==> src/rtl/halt_wake_pkg.sv <==
package halt_wake_pkg;
  localparam int unsigned WAKE_CNT_W = 8;
  typedef logic [WAKE_CNT_W-1:0] wake_cnt_t;
  localparam logic FLAG_RUN  = 1'b1;
  localparam logic FLAG_HALT = 1'b0;
endpackage

==> src/rtl/hw_run_latch.sv <==
module hw_run_latch
  import halt_wake_pkg::*;
(
  input  logic clk,
  input  logic rst_n,
  input  logic wr_i,
  input  logic wdata_i,
  input  logic ovf_i,
  output logic run_o,
  output logic en_o
);
  logic run_q, run_d, en_q;

  // overflow set has priority over a software clear
  always_comb begin
    run_d = run_q;
    if (ovf_i)     run_d = FLAG_RUN;
    else if (wr_i) run_d = wdata_i;
  end

  always_ff @(posedge clk or negedge rst_n) begin
    if (!rst_n) begin
      run_q <= FLAG_RUN;
      en_q  <= 1'b1;
    end else begin
      run_q <= run_d;
      en_q  <= run_q;
    end
  end

  assign run_o = run_q;
  assign en_o  = en_q;

  AST_OVF_SETS_FLAG: assert property (@(posedge clk) disable iff (!rst_n)
    ovf_i |=> run_o);
  AST_CLEAR_ON_WRITE: assert property (@(posedge clk) disable iff (!rst_n)
    (wr_i && !wdata_i && !ovf_i) |=> !run_o);
  AST_SET_ON_WRITE: assert property (@(posedge clk) disable iff (!rst_n)
    (wr_i && wdata_i) |=> run_o);
  AST_FLAG_HOLDS: assert property (@(posedge clk) disable iff (!rst_n)
    (!wr_i && !ovf_i) |=> $stable(run_o));
endmodule

==> src/rtl/hw_wake_counter.sv <==
module hw_wake_counter
  import halt_wake_pkg::*;
(
  input  logic      clk,
  input  logic      rst_n,
  input  logic      ovf_i,
  input  logic      run_i,
  output wake_cnt_t count_o
);
  wake_cnt_t cnt_q;
  logic      wake_ev;

  assign wake_ev = ovf_i && (run_i == FLAG_HALT);

  always_ff @(posedge clk or negedge rst_n) begin
    if (!rst_n)       cnt_q <= '0;
    else if (wake_ev) cnt_q <= cnt_q + 1'b1;
  end

  assign count_o = cnt_q;

  AST_WAKE_INCREMENTS: assert property (@(posedge clk) disable iff (!rst_n)
    (ovf_i && !run_i) |=> (count_o == wake_cnt_t'($past(count_o) + 1'b1)));
  AST_NO_SPURIOUS_WAKE: assert property (@(posedge clk) disable iff (!rst_n)
    !(ovf_i && !run_i) |=> $stable(count_o));
endmodule

==> src/rtl/halt_wake_ctrl.sv <==
module halt_wake_ctrl
  import halt_wake_pkg::*;
(
  input  logic       clk,
  input  logic       rst_n,
  input  logic       flag_wr,
  input  logic       flag_wdata,
  input  logic       ovf_pulse,
  output logic       core_clk_en,
  output logic       run_flag,
  output logic [7:0] wake_count
);
  logic      run_w;
  wake_cnt_t cnt_w;

  hw_run_latch u_latch (
    .clk     (clk),
    .rst_n   (rst_n),
    .wr_i    (flag_wr),
    .wdata_i (flag_wdata),
    .ovf_i   (ovf_pulse),
    .run_o   (run_w),
    .en_o    (core_clk_en)
  );

  hw_wake_counter u_wake_cnt (
    .clk     (clk),
    .rst_n   (rst_n),
    .ovf_i   (ovf_pulse),
    .run_i   (run_w),
    .count_o (cnt_w)
  );

  assign run_flag   = run_w;
  assign wake_count = cnt_w;

  AST_SAME_CYCLE_SET_WINS: assert property (@(posedge clk) disable iff (!rst_n)
    (flag_wr && !flag_wdata && ovf_pulse) |=> run_flag);
  AST_HALT_GATES_CORE: assert property (@(posedge clk) disable iff (!rst_n)
    $fell(run_flag) |=> !core_clk_en);
endmodule

==> config.mk <==
export PLATFORM = sky130hd
export DESIGN_NAME = halt_wake_ctrl
export DESIGN_NICKNAME = d
export VERILOG_FILES = /design/src/rtl/halt_wake_pkg.sv /design/src/rtl/hw_run_latch.sv /design/src/rtl/hw_wake_counter.sv /design/src/rtl/halt_wake_ctrl.sv
export SDC_FILE = /design/constraint.sdc
export NUM_CORES = 1
export LEC_CHECK = 0
export ABC_AREA = 0
export ABC_CLOCK_PERIOD_IN_PS = 2600
export BUFFER_PORTS_ARGS = -buffer_cell sky130_fd_sc_hd__buf_2
export CORE_AREA = 2 2 39 41
export DETAILED_ROUTE_END_ITERATION = 16
export DIE_AREA = 0 0 41 43
export GPL_TIMING_DRIVEN = 0
export MAX_ROUTING_LAYER = met4
export PLACE_DENSITY = 0.59
export SYNTH_ARGS = -nofsm -noshare
export SYNTH_HDL_FRONTEND = slang
export SYNTH_SLANG_ARGS = --single-unit
==> constraint.sdc <==
create_clock -name clk -period 2.6 [get_ports clk]
set_input_delay 0.26 -clock clk [delete_from_list [all_inputs] [get_ports clk]]
set_output_delay 0.26 -clock clk [all_outputs]
set_load 0.01 [all_outputs]
==> results of run 1 <==
## routing by layer
metal | wire (microns) | part of all wire, %
met5 | 0 | 0
met1 | 362 | 48
met3 | 60 | 7.9
met2 | 339 | 44
met4 | 0 | 0
## layout make-up
cell class | count | area (sq um)
timing repair buffer | 15 | 80.1
sequential | 10 | 253
tap | 16 | 20.0
fill | 153 | 833
multi-input combinational | 23 | 171
clock buffer | 4 | 26.3
## worst max-delay path by stage
stage,to,slack (ns)
6_report,u_wake_cnt.count_o[6],1.37
3_3_place_gp,u_wake_cnt.count_o[6],1.40
5_1_grt,u_wake_cnt.count_o[6],1.25
4_1_cts,u_wake_cnt.count_o[6],1.35
3_5_place_dp,u_wake_cnt.count_o[6],1.37
2_1_floorplan,u_wake_cnt.count_o[6],1.44
## logic make-up (layout without fill, tap and decap cells)
| logic type | after synthesis | count (layout) | synth area share, % |
|---|---|---|---|
| simple gates | 13 | 13 | 18.3 |
| flops | 10 | 10 | 59.6 |
| xor+xnor | 7 | 7 | 14.5 |
| fa+ha+maj | 1 | 1 | 2.95 |
| compound gates | 1 | 1 | 2.07 |
| mux | 1 | 1 | 2.65 |
| buf+inv | 0 | 19 | 0 |
## metrics by stage
step           cells  power, mW  setup WS, ns  instance area, sq um  hold slack [ns]
2_1_floorplan     33      0.332          1.44                   424          -0.0356
3_3_place_gp      63      0.397          1.40                   514            0.129
3_5_place_dp      63      0.401          1.37                   514            0.133
4_1_cts           68      0.518          1.35                   551            0.201
5_1_grt           68      0.550          1.25                   551            0.210
6_report          68      0.504          1.37                   551            0.216
## sequential cells by signal (all words and copies together) (netlist names)
name,flops
u_wake_cnt.count_o,8
u_latch.en_o,1
u_latch.run_o,1
## power by group
part           switching (mW)  leakage, nW  internal (mW)
clock network          0.0489       0.0150         0.0592
logic                  0.0715        0.136         0.0713
registers              0.0511        0.119          0.202
## Yosys cell counts, types with 2 or more instances
| library cell | number | area (sq um) |
|---|---|---|
| dfrtp_1 | 8 | 200 |
| dfstp_2 | 2 | 52.6 |
| nand2_1 | 4 | 15.0 |
| nor2_1 | 2 | 7.51 |
| nor3_1 | 2 | 10.0 |
| xnor2_1 | 2 | 17.5 |
| xor2_1 | 5 | 43.8 |
## repair_timing
item / 4_1_cts / 5_1_grt
setup buffers: 0 / 0
endpoints found under the setup margin: 0 / 0
hold endpoints to repair: 8 / 0
hold buffers: 1 / 0
## worst max-delay path: stages (launching register included)
cell and delay, ns:
dfrtp_1 0.41, ha_1 0.17, nand3b_1 0.15, nor3_1 0.26
xor2_1 0.17
==> flow_metrics.env, run 1 <==
export IMPL_vdd_ir_drop_max_mv=0.399
export IMPL_clk_pin_slew_ns=0.06
export IMPL_grt_pass1_vias=304
export IMPL_cts_buffers=3
export IMPL_mostFrequentLayoutCells="buf_2 (14), dfrtp_1 (8), xor2_1 (5), nand2_1 (4), clkbuf_4 (3)"
export IMPL_worstPathRequired_ns=2.78
export IMPL_synth_cell_area_sq_um=424
export IMPL_drtIter0Drc=3
export IMPL_met2_usage_pct=13.8
export IMPL_grt_ovfl_total=0
export IMPL_slew_headroom_pct=84.8
export IMPL_wirelength_microns=762
export IMPL_maxCapViolCount=0
export IMPL_area_delta_synth_final_pct=29.8
export IMPL_power_density_nw_per_um2=915
export IMPL_worst_slew_pin_slew_ns=0.225
export IMPL_cp_max_fo=4
export IMPL_postSynthAreaPerCell_sq_um=12.9
export IMPL_rr_endpoint="u_wake_cnt.count_o[6]"
export IMPL_vias=307
export IMPL_grt_first_pass_wirelength_mm=1.26
export IMPL_period_share_pct=47.3
export IMPL_crit_path_start_kind="flip-flop"
export IMPL_finalSetupViolCount=0
export IMPL_io_buffers=14
export IMPL_synthFlopType="dfrtp_1"
export IMPL_first_pass_iters=3
export IMPL_antenna_found_initial=0
export IMPL_min_from="flag_wdata"
export IMPL_cts_buffer_depth=2
export IMPL_avgViaCountPerCell=4.51
export IMPL_synth_cell_types=15
export IMPL_hold_path_depth=2
export IMPL_clock_skew_ns=0.00101
export IMPL_clock_latency_ns=0.26
export IMPL_min_period_ns=1.23
export IMPL_htreeDepth=1
export IMPL_hold_class="input pin to flip-flop"
export IMPL_grt_busiest_layer="met1"
export IMPL_die_w_microns=41
export IMPL_rr_worst_depth=4
export IMPL_die_height_microns=43
export IMPL_ios=15
export IMPL_finalHoldViolCount=0
export IMPL_met1_usage_pct=15.3
export IMPL_post_cts_resized=0
export IMPL_async_flop_share_pct=100
export IMPL_nets=59
export IMPL_cts_tree="done"
export IMPL_dp_hpwl_microns=582
export IMPL_core_region_area_sq_um=1380
export IMPL_layout_commonest_cell="buf_2"
export IMPL_holdPathEnd="u_latch.run_o"
export IMPL_drv_slew=0
export IMPL_syn_inst=33
export IMPL_cts_sinks=10
export IMPL_rows=14
export IMPL_ant_nets=0
export IMPL_syn_nets=39
export IMPL_max_freq_mhz=813
export IMPL_outcome="finished clean"
export IMPL_path_class="flip-flop to flip-flop"
export IMPL_drc=0
export IMPL_leakagePower_nw=0.270
export IMPL_routedWlPerCell_microns=11.2
export IMPL_use_met3_pct=3.14
export IMPL_cts_root_buffer="clkbuf_4"
export IMPL_grt_usage_pct=11.2
export IMPL_tns_ns=0
export IMPL_synth_seq_cells=10
export IMPL_crit_start="u_wake_cnt.count_o[0]"
export IMPL_antennaDiodeCount=0
export IMPL_r2r_start="u_wake_cnt.count_o[0]"
export IMPL_rsz0062_at_grt="false"
export IMPL_utilization_pct=39.8
export IMPL_crit_arrival_ns=1.41
export IMPL_grt_max_degree=11
export IMPL_end_kind="flip-flop"
export IMPL_synth_seq_area_share_pct=59.6
export IMPL_final_layout_size_suffix_gt1_share_pct=42.3
export IMPL_synth_edf_count=0
export IMPL_die_area_sq_um=1760
export IMPL_yosys_warnings=0
export IMPL_gp_congestion=0.675
export IMPL_r2r_slack_ns=1.37
export IMPL_start_util_pct=30.7
No activity file was read; power rests on OpenSTA's default activity.
==> inputs of run 2 (changes only) <==
Settings changed: ABC_CLOCK_PERIOD_IN_PS 2600 to 1300.
Clock period 2.6 ns to 1.3 ns, I/O delays scaled along.
==> flow_metrics.env, run 2 (synthesized netlist as in run 1, its figures left out) <==
export IMPL_vias=310
export IMPL_min_period_ns=1.16
export IMPL_crit_path_start_kind="flip-flop"
export IMPL_cts_buffers=3
export IMPL_rr_worst_depth=4
export IMPL_area_delta_synth_final_pct=32.7
export IMPL_avgViaCountPerCell=4.49
export IMPL_path_class="flip-flop to flip-flop"
export IMPL_drc=0
export IMPL_slew_headroom_pct=84.8
export IMPL_holdWs_ns=0.0860
export IMPL_hold_path_depth=2
export IMPL_clock_skew_ns=0.00101
export IMPL_cts_sinks=10
export IMPL_grt_pass1_vias=304
export IMPL_use_met3_pct=3.14
export IMPL_outcome="finished clean"
export IMPL_cts_root_buffer="clkbuf_4"
export IMPL_rr_endpoint="u_wake_cnt.count_o[6]"
export IMPL_grt_ovfl_total=0
export IMPL_start_util_pct=30.7
export IMPL_fin_area_sq_um=563
export IMPL_grt_first_pass_wirelength_mm=1.26
export IMPL_rows=14
export IMPL_crit_arrival_ns=1.34
export IMPL_final_layout_size_suffix_gt1_share_pct=45.3
export IMPL_ios=15
export IMPL_switchingPower_mw=0.350
export IMPL_worstPathRequired_ns=1.48
export IMPL_vdd_ir_drop_max_mv=0.830
export IMPL_die_w_microns=41
export IMPL_grt_max_degree=11
export IMPL_met1_usage_pct=15.3
export IMPL_drtIter0Drc=3
export IMPL_finalHoldViolCount=0
export IMPL_grt_busiest_layer="met1"
export IMPL_clk_pin_slew_ns=0.06
export IMPL_die_height_microns=43
export IMPL_drv_slew=0
export IMPL_period_share_pct=89.2
export IMPL_r2r_start="u_wake_cnt.count_o[1]"
export IMPL_p_int_mw=0.684
export IMPL_cp_max_fo=4
export IMPL_p_seq_share_pct=48.2
export IMPL_met2_usage_pct=13.8
export IMPL_min_from="flag_wdata"
export IMPL_power_total_mw=1.03
export IMPL_r2r_slack_ns=0.14
export IMPL_max_freq_mhz=862
export IMPL_antennaDiodeCount=0
export IMPL_end_kind="flip-flop"
export IMPL_wirelength_microns=761
export IMPL_gp_congestion=0.675
export IMPL_largest_reg_flops=8
export IMPL_worst_slew_pin_slew_ns=0.225
export IMPL_routedWlPerCell_microns=11.0
export IMPL_leakagePower_nw=0.275
export IMPL_rsz0062_at_grt="false"
export IMPL_power_density_nw_per_um2=1840
export IMPL_dp_hpwl_microns=582
export IMPL_antenna_found_initial=0
export IMPL_htreeDepth=1
export IMPL_clock_latency_ns=0.26
export IMPL_tns_ns=0
export IMPL_cts_tree="done"
export IMPL_swShare_pct=33.9
export IMPL_ant_nets=0
export IMPL_first_pass_iters=3
export IMPL_place_area_sq_um=514
export IMPL_io_buffers=14
export IMPL_layout_commonest_cell="buf_2"
export IMPL_maxCapViolCount=0
export IMPL_finalSetupViolCount=0
export IMPL_hold_class="input pin to flip-flop"
export IMPL_mostFrequentLayoutCells="buf_2 (14), dfrtp_1 (8), xor2_1 (5), nand2_1 (4), clkbuf_4 (3)"
export IMPL_p_comb_share_pct=30.9
export IMPL_nets=60
export IMPL_cts_buffer_depth=2
export IMPL_die_area_sq_um=1760
export IMPL_power_frac_clock_pct=20.9
export IMPL_grt_usage_pct=11.2
export IMPL_core_region_area_sq_um=1380
export IMPL_holdPathEnd="u_latch.run_o"
run 2: critical path, cell delays in order (launching register included):
cell	delay, ns
dfrtp_1	0.38
ha_1	0.16
nand3b_1	0.16
nor3_2	0.23
xor2_1	0.16
run 2: worst max-delay path by stage:
stage	start	to	slack, ns	depth (start not counted)
after detailed placement	u_wake_cnt.count_o[0]	u_wake_cnt.count_o[6]	0.07	4
after CTS	u_wake_cnt.count_o[0]	u_wake_cnt.count_o[6]	0.05	4
after global placement	u_wake_cnt.count_o[0]	u_wake_cnt.count_o[6]	0.10	4
after floorplan	u_wake_cnt.count_o[0]	u_wake_cnt.count_o[6]	0.14	4
after global routing	u_wake_cnt.count_o[1]	u_wake_cnt.count_o[6]	0.03	4
final	u_wake_cnt.count_o[1]	u_wake_cnt.count_o[6]	0.14	4
run 2: stage by stage:
stage	setup slack [ns]	std cells	utilization (%)
2_1_floorplan	0.142	33	-
3_3_place_gp	0.103	63	37.2
3_5_place_dp	0.0653	63	37.2
4_1_cts	0.0485	68	39.8
5_1_grt	0.0264	69	40.7
6_report	0.140	69	40.7
run 2: layout make-up:
cell class	instances	area (sq um)
Multi-Input combinational cell	23	176
Clock buffer	4	26.3
Timing Repair Buffer	16	87.6
Tap cell	16	20.0
Sequential cell	10	253
Fill cell	152	821
run 2: per-layer routing:
metal / part of all wire, % / up-vias / wire length (microns)
met5: 0 / - / 0
met4: 0 / 0 / 0
met3: 7.9 / 0 / 60
met2: 45 / 13 / 341
met1: 47 / 146 / 359
li1: - / 151 / -
run 2: repair_timing:
action / CTS / global route
setup endpoints to repair: 0 / 1
hold buffers: 1 / 0
resized for setup: 0 / 1
buffers inserted: 0 / 1
hold endpoints to repair: 10 / 0
run 2: power groups by stage:
stage          clock (mW)  combinational (mW)  sequential, mW
2_1_floorplan           0               0.124           0.541
3_3_place_gp            0               0.283           0.510
3_5_place_dp            0               0.288           0.514
4_1_cts             0.236               0.291           0.509
5_1_grt             0.252               0.363           0.514
6_report            0.216               0.320           0.498
==> inputs of run 3 (changes only) <==
Settings changed: RECOVER_POWER set to 50.
==> flow_metrics.env, run 3 (synthesized netlist as in run 1, its figures left out) <==
export IMPL_start_util_pct=30.7
export IMPL_p_int_mw=0.678
export IMPL_holdWs_ns=0.0887
export IMPL_tns_ns=0
export IMPL_die_w_microns=41
export IMPL_clock_latency_ns=0.26
export IMPL_clk_pin_slew_ns=0.06
export IMPL_p_seq_share_pct=48.4
export IMPL_ios=15
export IMPL_routedWlPerCell_microns=11.0
export IMPL_area_delta_synth_final_pct=31.9
export IMPL_drv_slew=0
export IMPL_grt_first_pass_wirelength_mm=1.26
export IMPL_power_frac_clock_pct=21.0
export IMPL_vdd_ir_drop_max_mv=0.832
export IMPL_cts_sinks=10
export IMPL_final_cells=69
export IMPL_die_area_sq_um=1760
export IMPL_grt_ovfl_total=0
export IMPL_grt_max_degree=11
export IMPL_leakagePower_nw=0.265
export IMPL_place_area_sq_um=514
export IMPL_rows=14
export IMPL_slew_headroom_pct=64.7
export IMPL_mostFrequentLayoutCells="buf_2 (11), dfrtp_1 (8), xor2_1 (5), nand2_1 (4), clkbuf_1 (4)"
export IMPL_slowest_stage="dfstp_1"
export IMPL_end_kind="flip-flop"
export IMPL_cp_cell_sequence="nand2b_4, mux2_2"
export IMPL_cts_root_buffer="clkbuf_4"
export IMPL_antennaDiodeCount=0
export IMPL_max_freq_mhz=838
export IMPL_htreeDepth=1
export IMPL_core_region_area_sq_um=1380
export IMPL_rsz0062_at_grt="false"
export IMPL_fin_area_sq_um=559
export IMPL_power_density_nw_per_um2=1840
export IMPL_grt_pass1_vias=304
export IMPL_grt_usage_pct=11.2
export IMPL_crit_arrival_ns=1.34
export IMPL_drtIter0Drc=3
export IMPL_switchingPower_mw=0.351
export IMPL_gp_congestion=0.675
export IMPL_swShare_pct=34.1
export IMPL_path_class="flip-flop to flip-flop"
export IMPL_first_pass_iters=3
export IMPL_maxCapViolCount=0
export IMPL_drc=0
export IMPL_antenna_found_initial=0
export IMPL_nets=60
export IMPL_power_total_mw=1.03
export IMPL_cp_max_fo=5
export IMPL_finalSetupViolCount=0
export IMPL_avgViaCountPerCell=4.48
export IMPL_die_height_microns=43
export IMPL_wirelength_microns=759
export IMPL_cts_buffers=3
export IMPL_io_buffers=14
export IMPL_worstPathRequired_ns=1.45
export IMPL_dp_cells=63
export IMPL_vias=309
export IMPL_hold_class="input pin to flip-flop"
export IMPL_clock_skew_ns=0.000966
export IMPL_final_layout_size_suffix_gt1_share_pct=37.7
export IMPL_worst_path_largest_cell_delay_ns=0.57
export IMPL_largest_reg_flops=8
export IMPL_crit_path_start_kind="flip-flop"
export IMPL_p_comb_share_pct=30.6
export IMPL_dp_hpwl_microns=582
export IMPL_ant_nets=0
export IMPL_finalHoldViolCount=0
export IMPL_period_share_pct=91.8
export IMPL_cts_tree="done"
export IMPL_min_period_ns=1.19
export IMPL_worst_slew_pin_slew_ns=0.529
export IMPL_layout_commonest_cell="buf_2"
export IMPL_outcome="finished clean"
export IMPL_cts_buffer_depth=2
run 3: changes by cell type in the layout (fill, tap and decap cells not counted), sizes merged:
cell    previous run  this run
clkbuf             4         7
buf               15        12
run 3: path summary, 6_finish.rpt:
kind,cells past startpoint,end,slack (ns),start
worst max-delay path,2,u_wake_cnt.count_o[1],0.11,u_latch.run_o
worst min-delay path,2,u_latch.run_o,0.09,flag_wdata
worst max register to register,2,u_wake_cnt.count_o[1],0.11,u_latch.run_o
worst min register to register,0,u_latch.en_o,0.41,u_latch.run_o
max in group asynchronous,2,u_latch.en_o,0.58,rst_n
min in group asynchronous,2,u_wake_cnt.count_o[6],0.36,rst_n
run 3: layout make-up:
class	count	area, sq um
timing repair buffer	16	83.8
fill	153	825
multi-input combinational	23	176
clock buffer	4	26.3
tap	16	20.0
sequential	10	253
run 3: timing repair:
item                                    4_1_cts  5_1_grt
endpoints found under the hold margin        10        0
endpoints found under the setup margin        0        1
hold buffers                                  1        0
buffers inserted                              0        1
gates resized for setup                       0        1
run 3: critical path: cells and delay by family (launching register included):
kind / cells / cell delay, ns
flip-flops: 1 / 0.57
multiplexers: 1 / 0.33
AND/OR/NAND/NOR: 1 / 0.18
run 3: power by group through the flow:
stage,clock [mW],combinational (mW),sequential (mW)
after global placement,0,0.283,0.510
after CTS,0.236,0.291,0.509
after floorplan,0,0.124,0.541
final,0.216,0.315,0.498
after global routing,0.252,0.358,0.513
after detailed placement,0,0.288,0.514
run 3: layer usage:
metal | GRT usage, % | part of all wire (%) | wire length (microns) | vias to the layer above
met4 | 8.00 | 0 | 0 | 0
met3 | 3.14 | 8.3 | 63 | 0
li1 | - | - | - | 151
met5 | - | 0 | 0 | -
met2 | 13.8 | 45 | 339 | 13
met1 | 15.3 | 47 | 356 | 145
run 3: through the flow:
| stage | setup slack [ns] | utilization, % |
|---|---|---|
| finish | 0.107 | 40.4 |
| global route | 0.0244 | 40.4 |
| CTS | 0.0485 | 39.8 |
| detailed placement | 0.0653 | 37.2 |
| global placement | 0.103 | 37.2 |
| floorplan | 0.142 | - |
